==> src/rtl/ulpi_window_pkg.sv <==
package ulpi_window_pkg;

    typedef struct packed {
        logic       wake;   // 31
        logic       start;  // 30
        logic       wr_sel; // 29
        logic       rsvd;   // 28
        logic       link;   // 27
        logic [2:0] port;   // 26:24
        logic [7:0] addr;   // 23:16
        logic [7:0] rbyte;  // 15:8
        logic [7:0] wbyte;  // 7:0
    } win_word_t;

    localparam logic [31:0] WIN_SW_MASK  = 32'hE7FF_00FF;
    localparam logic [31:0] WIN_RST_WORD = 32'h0800_0000;

endpackage

==> src/rtl/win_merge.sv <==
module win_merge
    import ulpi_window_pkg::*;
(
    input  win_word_t   cur_word,
    input  logic [31:0] wr_data,
    output win_word_t   merged
);
    always_comb begin
        merged = win_word_t'((32'(cur_word) & ~WIN_SW_MASK) | (wr_data & WIN_SW_MASK));
    end
endmodule

==> src/rtl/phy_reg_space.sv <==
module phy_reg_space #(
    parameter int          AW      = 8,
    parameter int          DW      = 8,
    parameter logic [7:0]  VID_LO  = 8'h24,
    parameter logic [7:0]  VID_HI  = 8'h04,
    parameter logic [7:0]  PID_LO  = 8'h04,
    parameter logic [7:0]  PID_HI  = 8'h00
) (
    input  logic          clk,
    input  logic          rst_n,
    input  logic          we,
    input  logic [AW-1:0] waddr,
    input  logic [DW-1:0] wdata,
    input  logic [AW-1:0] raddr,
    output logic [DW-1:0] rdata
);
    localparam int DEPTH = 1 << AW;

    function automatic logic [DW-1:0] init_val(input int idx);
        case (idx)
            0:       init_val = DW'(VID_LO);
            1:       init_val = DW'(VID_HI);
            2:       init_val = DW'(PID_LO);
            3:       init_val = DW'(PID_HI);
            default: init_val = '0;
        endcase
    endfunction

    logic [DW-1:0] mem_d [DEPTH];
    logic [DW-1:0] mem_q [DEPTH];

    always_comb begin
        for (int i = 0; i < DEPTH; i++) begin
            mem_d[i] = mem_q[i];
        end
        if (we) begin
            mem_d[waddr] = wdata;
        end
    end

    for (genvar g = 0; g < DEPTH; g++) begin : g_cell
        always_ff @(posedge clk or negedge rst_n) begin
            if (!rst_n) mem_q[g] <= init_val(g);
            else        mem_q[g] <= mem_d[g];
        end
    end

    assign rdata = mem_q[raddr];

    AST_STORE_LANDS: assert property (@(posedge clk) disable iff (!rst_n)
        we |=> (mem_q[$past(waddr)] == $past(wdata)));
    AST_NO_STRAY_STORE: assert property (@(posedge clk) disable iff (!rst_n)
        (!we && raddr == $past(raddr) && !$past(we)) |-> $stable(rdata));
endmodule

==> src/rtl/ulpi_window.sv <==
module ulpi_window
    import ulpi_window_pkg::*;
#(
    parameter int BUS_W = 32,
    parameter int BE_W  = BUS_W / 8
) (
    input  logic             clk,
    input  logic             rst_n,
    input  logic             bus_wr,
    input  logic [BE_W-1:0]  bus_be,
    input  logic [BUS_W-1:0] bus_wdata,
    output logic [BUS_W-1:0] bus_rdata
);
    localparam int PHY_AW = 8;
    localparam int PHY_DW = 8;

    typedef struct packed {
        win_word_t word;
    } state_t;

    state_t            st_d, st_q;
    win_word_t         merged;
    logic              accept;
    logic              phy_we;
    logic [PHY_DW-1:0] phy_rdata;

    win_merge u_merge (
        .cur_word (st_q.word),
        .wr_data  (bus_wdata[31:0]),
        .merged   (merged)
    );

    phy_reg_space #(.AW(PHY_AW), .DW(PHY_DW)) u_regs (
        .clk   (clk),
        .rst_n (rst_n),
        .we    (phy_we),
        .waddr (merged.addr),
        .wdata (merged.wbyte),
        .raddr (merged.addr),
        .rdata (phy_rdata)
    );

    assign accept = bus_wr && (bus_be == {BE_W{1'b1}});

    always_comb begin
        st_d   = st_q;
        phy_we = 1'b0;
        if (accept) begin
            st_d.word = merged;
            if (merged.start) begin
                if (merged.wr_sel) phy_we = 1'b1;
                else               st_d.word.rbyte = phy_rdata;
                st_d.word.start = 1'b0;
            end
            st_d.word.wake = 1'b0;
        end
    end

    always_ff @(posedge clk or negedge rst_n) begin
        if (!rst_n) st_q.word <= win_word_t'(WIN_RST_WORD);
        else        st_q      <= st_d;
    end

    assign bus_rdata = BUS_W'(st_q.word);

    AST_WAKE_DROPPED: assert property (@(posedge clk) disable iff (!rst_n)
        accept |=> !bus_rdata[31]);
    AST_START_DONE: assert property (@(posedge clk) disable iff (!rst_n)
        accept |=> !bus_rdata[30]);
    AST_LINK_KEPT: assert property (@(posedge clk) disable iff (!rst_n)
        bus_wr |=> bus_rdata[27] && !bus_rdata[28]);
    AST_IDLE_HOLD: assert property (@(posedge clk) disable iff (!rst_n)
        !bus_wr |=> $stable(bus_rdata));
    AST_PARTIAL_IGNORED: assert property (@(posedge clk) disable iff (!rst_n)
        (bus_wr && bus_be != {BE_W{1'b1}}) |=> $stable(bus_rdata));
    AST_FETCH_LANE: assert property (@(posedge clk) disable iff (!rst_n)
        (accept && bus_wdata[30] && !bus_wdata[29]) |=> bus_rdata[15:8] == $past(phy_rdata));
endmodule

==> config.mk <==
export PLATFORM = sky130hd
export DESIGN_NAME = ulpi_window
export DESIGN_NICKNAME = d
export VERILOG_FILES = /design/src/rtl/ulpi_window_pkg.sv /design/src/rtl/win_merge.sv /design/src/rtl/phy_reg_space.sv /design/src/rtl/ulpi_window.sv
export SDC_FILE = /design/constraint.sdc
export NUM_CORES = 2
export LEC_CHECK = 0
export BUFFER_PORTS_ARGS = -buffer_cell sky130_fd_sc_hd__buf_2
export CAP_MARGIN = 15
export CORE_UTILIZATION = 50
export CTS_CLUSTER_DIAMETER = 50
export DETAILED_ROUTE_END_ITERATION = 12
export PLACE_DENSITY = 0.65
export SLEW_MARGIN = 15
export SYNTH_ARGS = -nofsm -noshare
export SYNTH_HDL_FRONTEND = slang
export SYNTH_SLANG_ARGS = --single-unit
==> constraint.sdc <==
create_clock -name clk -period 3.3 [get_ports clk]
set_clock_uncertainty 0.15 [all_clocks]
set_input_delay 0.33 -clock clk [delete_from_list [all_inputs] [get_ports clk]]
set_output_delay 0.33 -clock clk [all_outputs]
set_load 0.05 [all_outputs]
==> results.md <==
Setup path:
- The maximum fanout count along the critical path is 12.
- Walking the worst path, the cells encountered are dlygate4sd3_1 -> buf_2 -> nand2b_1 -> nor2_1 -> buf_4 -> nand2_1 -> nor2_1 -> buf_4 -> mux2_2.
- In this design, the stage delay of the slowest critical-path cell is 0.52 ns.
- The required time reported for the critical path endpoint is a little under 4 ns.
- Grouping stages by cell kind, the critical path spends the most delay in simple AND/OR/NAND/NOR gates.
- The launching element type of the critical path is a primary input.
- The critical path is of the in2reg type.
- The buffers plus inverters on the worst setup path is 4.
- Data arrives at the worst endpoint at ~3.7 ns.
- The cell with the largest stage delay on the worst path is sky130_fd_sc_hd__dlygate4sd3_1.
- The endpoint class of the critical path is a flip-flop.

Synth:
- The flip-flop cell with the highest count after synthesis is sky130_fd_sc_hd__dfrtp_1.
- The number of synthesis warnings is 0.
- The share of the yosys chip area belonging to registers is a little over half.
- The cell count after synthesis is 6033.
- Yosys mapped a number of flops with a built-in enable equal to 0.
- The cell area after synthesis is ~0.095 mm².
- In this run, distinct cell masters in the synthesized netlist total 66.
- Dividing the synthesized area by the synthesized cell count gives between 15 and 20 µm².
- After synthesis, the share of flip-flops with an asynchronous set or reset is 100%.
- Counting flops and latches in the post-synthesis netlist gives 2076.

STA:
- Setup repair after global routing left no endpoint under its margin.
- The share of the clock period used by the worst path after layout is 94.7%.
- The worst-case headroom to the max-slew limit is around a quarter.
- Setup slack on the critical path of the routed design comes to 0.176 ns.
- The final setup violation count is 0.
- The shortest period the worst path allows is 3.12 ns.
- The total count of hold-check failures in the final report is 0.
- The maximum operating frequency is between 300 and 400 MHz.
- The final number of max-transition violations is 0.
- At the pin with the least slew margin, the transition time is 1.15 ns.

Routing:
- After detailed routing, the number of remaining DRC violations is 0.
- The total vias in the final route is between 50000 and 60000.
- The number of nets with antenna violations after routing is 0.
- In this run, the number of DRC markers left after iteration 0 of detailed routing was roughly 4500.
- The average routed wire per standard cell is between 20 and 30 µm.
- The number of iterations in the first detailed-routing pass is 7.
- After detailed routing, the number of vias per cell comes to between 6 and 7.
- Wires add up to roughly 280000 µm.

Power:
- The leakage dissipation is roughly 0.054 µW.
- Dividing total power by cell area gives a power density of around 490 mW/mm².
- The design draws roughly 55000 µW.
- IR analysis of the VDD net gives a maximum drop of about 510 µV.

Min path:
- The worst min-delay path category is in2reg.

Global routing:
- Entering global routing, the biggest net connects between 100 and 150 pins.
- The via count of the first global-routing pass is 59659.
- The residual overflow from global routing is 0.
- The first global-routing pass estimated about 420000 µm of wire.
- The initial antenna violation count came to 9.
- Global routing consumed, over all layers together, ~29% of the routing resources.

Job:
- The tool flagged a number of max-cap violations equal to 0.

Floorplan:
- From bottom edge to top edge, the die measures approximately 440 µm.
- The floorplan step defined a die boundary enclosing 0.192 mm².
- The number of top-level pins is 71.
- The placeable core region is 0.188 mm².
- The initial core utilization is 50.5%.
- Measured along the x axis, the die boundary spans 438 µm.
- Row generation in the floorplan step produced around 160 rows.

Clocking:
- The worst-case clock buffer depth is 3.
- The number of buffers added for setup after CTS is 0.
- Clock-pin slew was measured on the worst setup and hold paths at 0.06 ns.
- The maximum level of the CTS H-tree is 4.
- The number of clock sinks seen by CTS is approximately 2100.
- The TritonCTS clock tree is yes.
- At the later pin of the worst-skew pair, clock insertion delay measures 0.86 ns.
- The number of clock buffers added by TritonCTS is 230.
- The root cell of the clock tree is sky130_fd_sc_hd__clkbuf_16.

Placed design:
- The area after detailed placement is between 0.1 and 0.15 mm².
- The post-placement setup slack is -0.629 ns.
- The placer's final routability congestion estimate is 0.908.
- Summed over all nets, the half-perimeter wirelength after detailed placement is 186000 µm.
- Input and output buffers added on the ports amount to 55.

Final layout:
- With fillers left out, the area of the finished cells amounts to 0.112 mm².
- The share of final-layout standard cells stronger than drive strength 1 is 59.0%.
- The final net count is about 6700.
- The synthesis-to-layout area growth is 17.6%.

Status:
- The run finished with clean final reports.
## worst register-to-register path: cells and delay by family (launching register included)
kind | cells | cell delay, ns
buffers and inverters | 1 | 0.21
flip-flops | 1 | 0.38
AO/OA/AOI/OAI | 3 | 0.75
multiplexers | 2 | 1.06
AND/OR/NAND/NOR | 2 | 0.32
## metal layers
layer,track usage [%],wire [µm],vias up
met1,41.7,120000,31028
met5,0,70,-
met4,10.7,11000,10
met2,44.7,127000,1729
li1,-,-,23745
met3,6.59,19600,527
## cells by family (layout without fill, tap and decap cells)
family | count (synthesis) | count (layout) | share of synthesized area [%]
muxes | 2741 | 2741 | 38.3
DFF | 2076 | 2076 | 54.6
and+or+nand+nor | 514 | 514 | 2.91
buffers and inverters | 458 | 1223 | 2.32
AOI/OAI and AO/OA | 242 | 242 | 1.82
other | 2 | 8 | 0.00790
## synthesized netlist by cell type, types with 15 or more instances
master / count / area (µm²)
sky130_fd_sc_hd__mux2i_1: 143 / 1430
sky130_fd_sc_hd__mux4_2: 511 / 11500
sky130_fd_sc_hd__nand2b_1: 16 / 100
sky130_fd_sc_hd__nand3_1: 36 / 180
sky130_fd_sc_hd__a22oi_1: 67 / 503
sky130_fd_sc_hd__nor2_1: 58 / 218
sky130_fd_sc_hd__a21oi_1: 24 / 120
sky130_fd_sc_hd__buf_1: 31 / 116
sky130_fd_sc_hd__nor2b_1: 15 / 93.8
sky130_fd_sc_hd__buf_6: 32 / 360
sky130_fd_sc_hd__nand2_1: 112 / 420
sky130_fd_sc_hd__mux2_2: 2087 / 23500
sky130_fd_sc_hd__nor2_2: 214 / 1340
sky130_fd_sc_hd__clkbuf_1: 290 / 1090
sky130_fd_sc_hd__o22ai_1: 27 / 169
sky130_fd_sc_hd__buf_2: 65 / 325
sky130_fd_sc_hd__o21ai_0: 27 / 135
sky130_fd_sc_hd__dfrtp_1: 2072 / 51800
sky130_fd_sc_hd__buf_4: 34 / 255
## per-stage QoR
stage / cells / hold slack, ns / setup TNS [ns] / util (%)
2_1_floorplan: 6035 / -0.116 / 0 / -
3_3_place_gp: 8874 / 0.130 / -2.40 / 55.2
3_5_place_dp: 8874 / 0.136 / -2.47 / 55.2
4_1_cts: 9293 / 0.0134 / 0 / 59.4
5_1_grt: 9296 / 0.0184 / 0 / 59.4
6_report: 9299 / 0.0670 / 0 / 59.4
## what timing repair did
item                        CTS  global route
hold buffers                 10             1
resized for setup             1             1
hold endpoints to repair   1305            14
setup endpoints to repair     1             1
## sequential cells by signal, indices dropped and copies added, names as in the netlist
signal	count
bus_rdata	28
u_regs.mem_q	2048
## placed cells by master, fill, tap and decap left out, drive strengths merged, types with 10 or more instances in the layout
cell / instances
a211oi: 12
a21oi: 24
a22oi: 67
a32oi: 13
buf: 793
bufinv: 20
clkbuf: 331
clkinv: 43
clkinvlp: 14
dfrtp: 2072
dlygate4sd3: 10
inv: 12
mux2: 2087
mux2i: 143
mux4: 511
nand2: 122
nand2b: 16
nand3: 38
nor2: 272
nor2b: 15
nor3: 15
o21ai: 27
o22ai: 27
## report_power, final
group | total (µW) | leakage, µW | switching (µW) | internal, µW
Combinational | 3380 | 0.0209 | 2420 | 960
Clock | 25900 | 0.00374 | 10600 | 15400
Sequential | 25600 | 0.0290 | 79.6 | 25600
Total | 55000 | 0.0536 | 13100 | 41900
## final cells by class
cell class / count / area, µm²
fill: 14237 / 76500
sequential: 2076 / 52000
multi-input combinational: 3501 / 41000
timing repair buffer: 811 / 8090
clock buffer: 323 / 6580
tap: 2495 / 3120
clock inverter: 86 / 1080
inverter: 3 / 11.3
antenna: 4 / 10.0
## worst paths after layout
kind	from	endpoint	slack, ns	cells after the start
setup / recovery	bus_wdata[20]	u_regs.mem_q[789]$_DFFE_PN0P_	0.18	9
hold / removal	bus_wdata[7]	u_regs.mem_q[479]$_DFFE_PN0P_	0.07	2
setup reg to reg	u_regs.mem_q[1412]$_DFFE_PN0P_	bus_rdata[12]$_DFFE_PN0P_	0.31	8
hold reg to reg	bus_rdata[21]$_DFFE_PN0P_	bus_rdata[21]$_DFFE_PN0P_	0.34	2
max in group asynchronous	rst_n	u_regs.mem_q[1749]$_DFFE_PN0P_	1.94	4
min in group asynchronous	rst_n	u_regs.mem_q[1243]$_DFFE_PN0P_	0.13	3
Power figures use the tool's default switching activity.
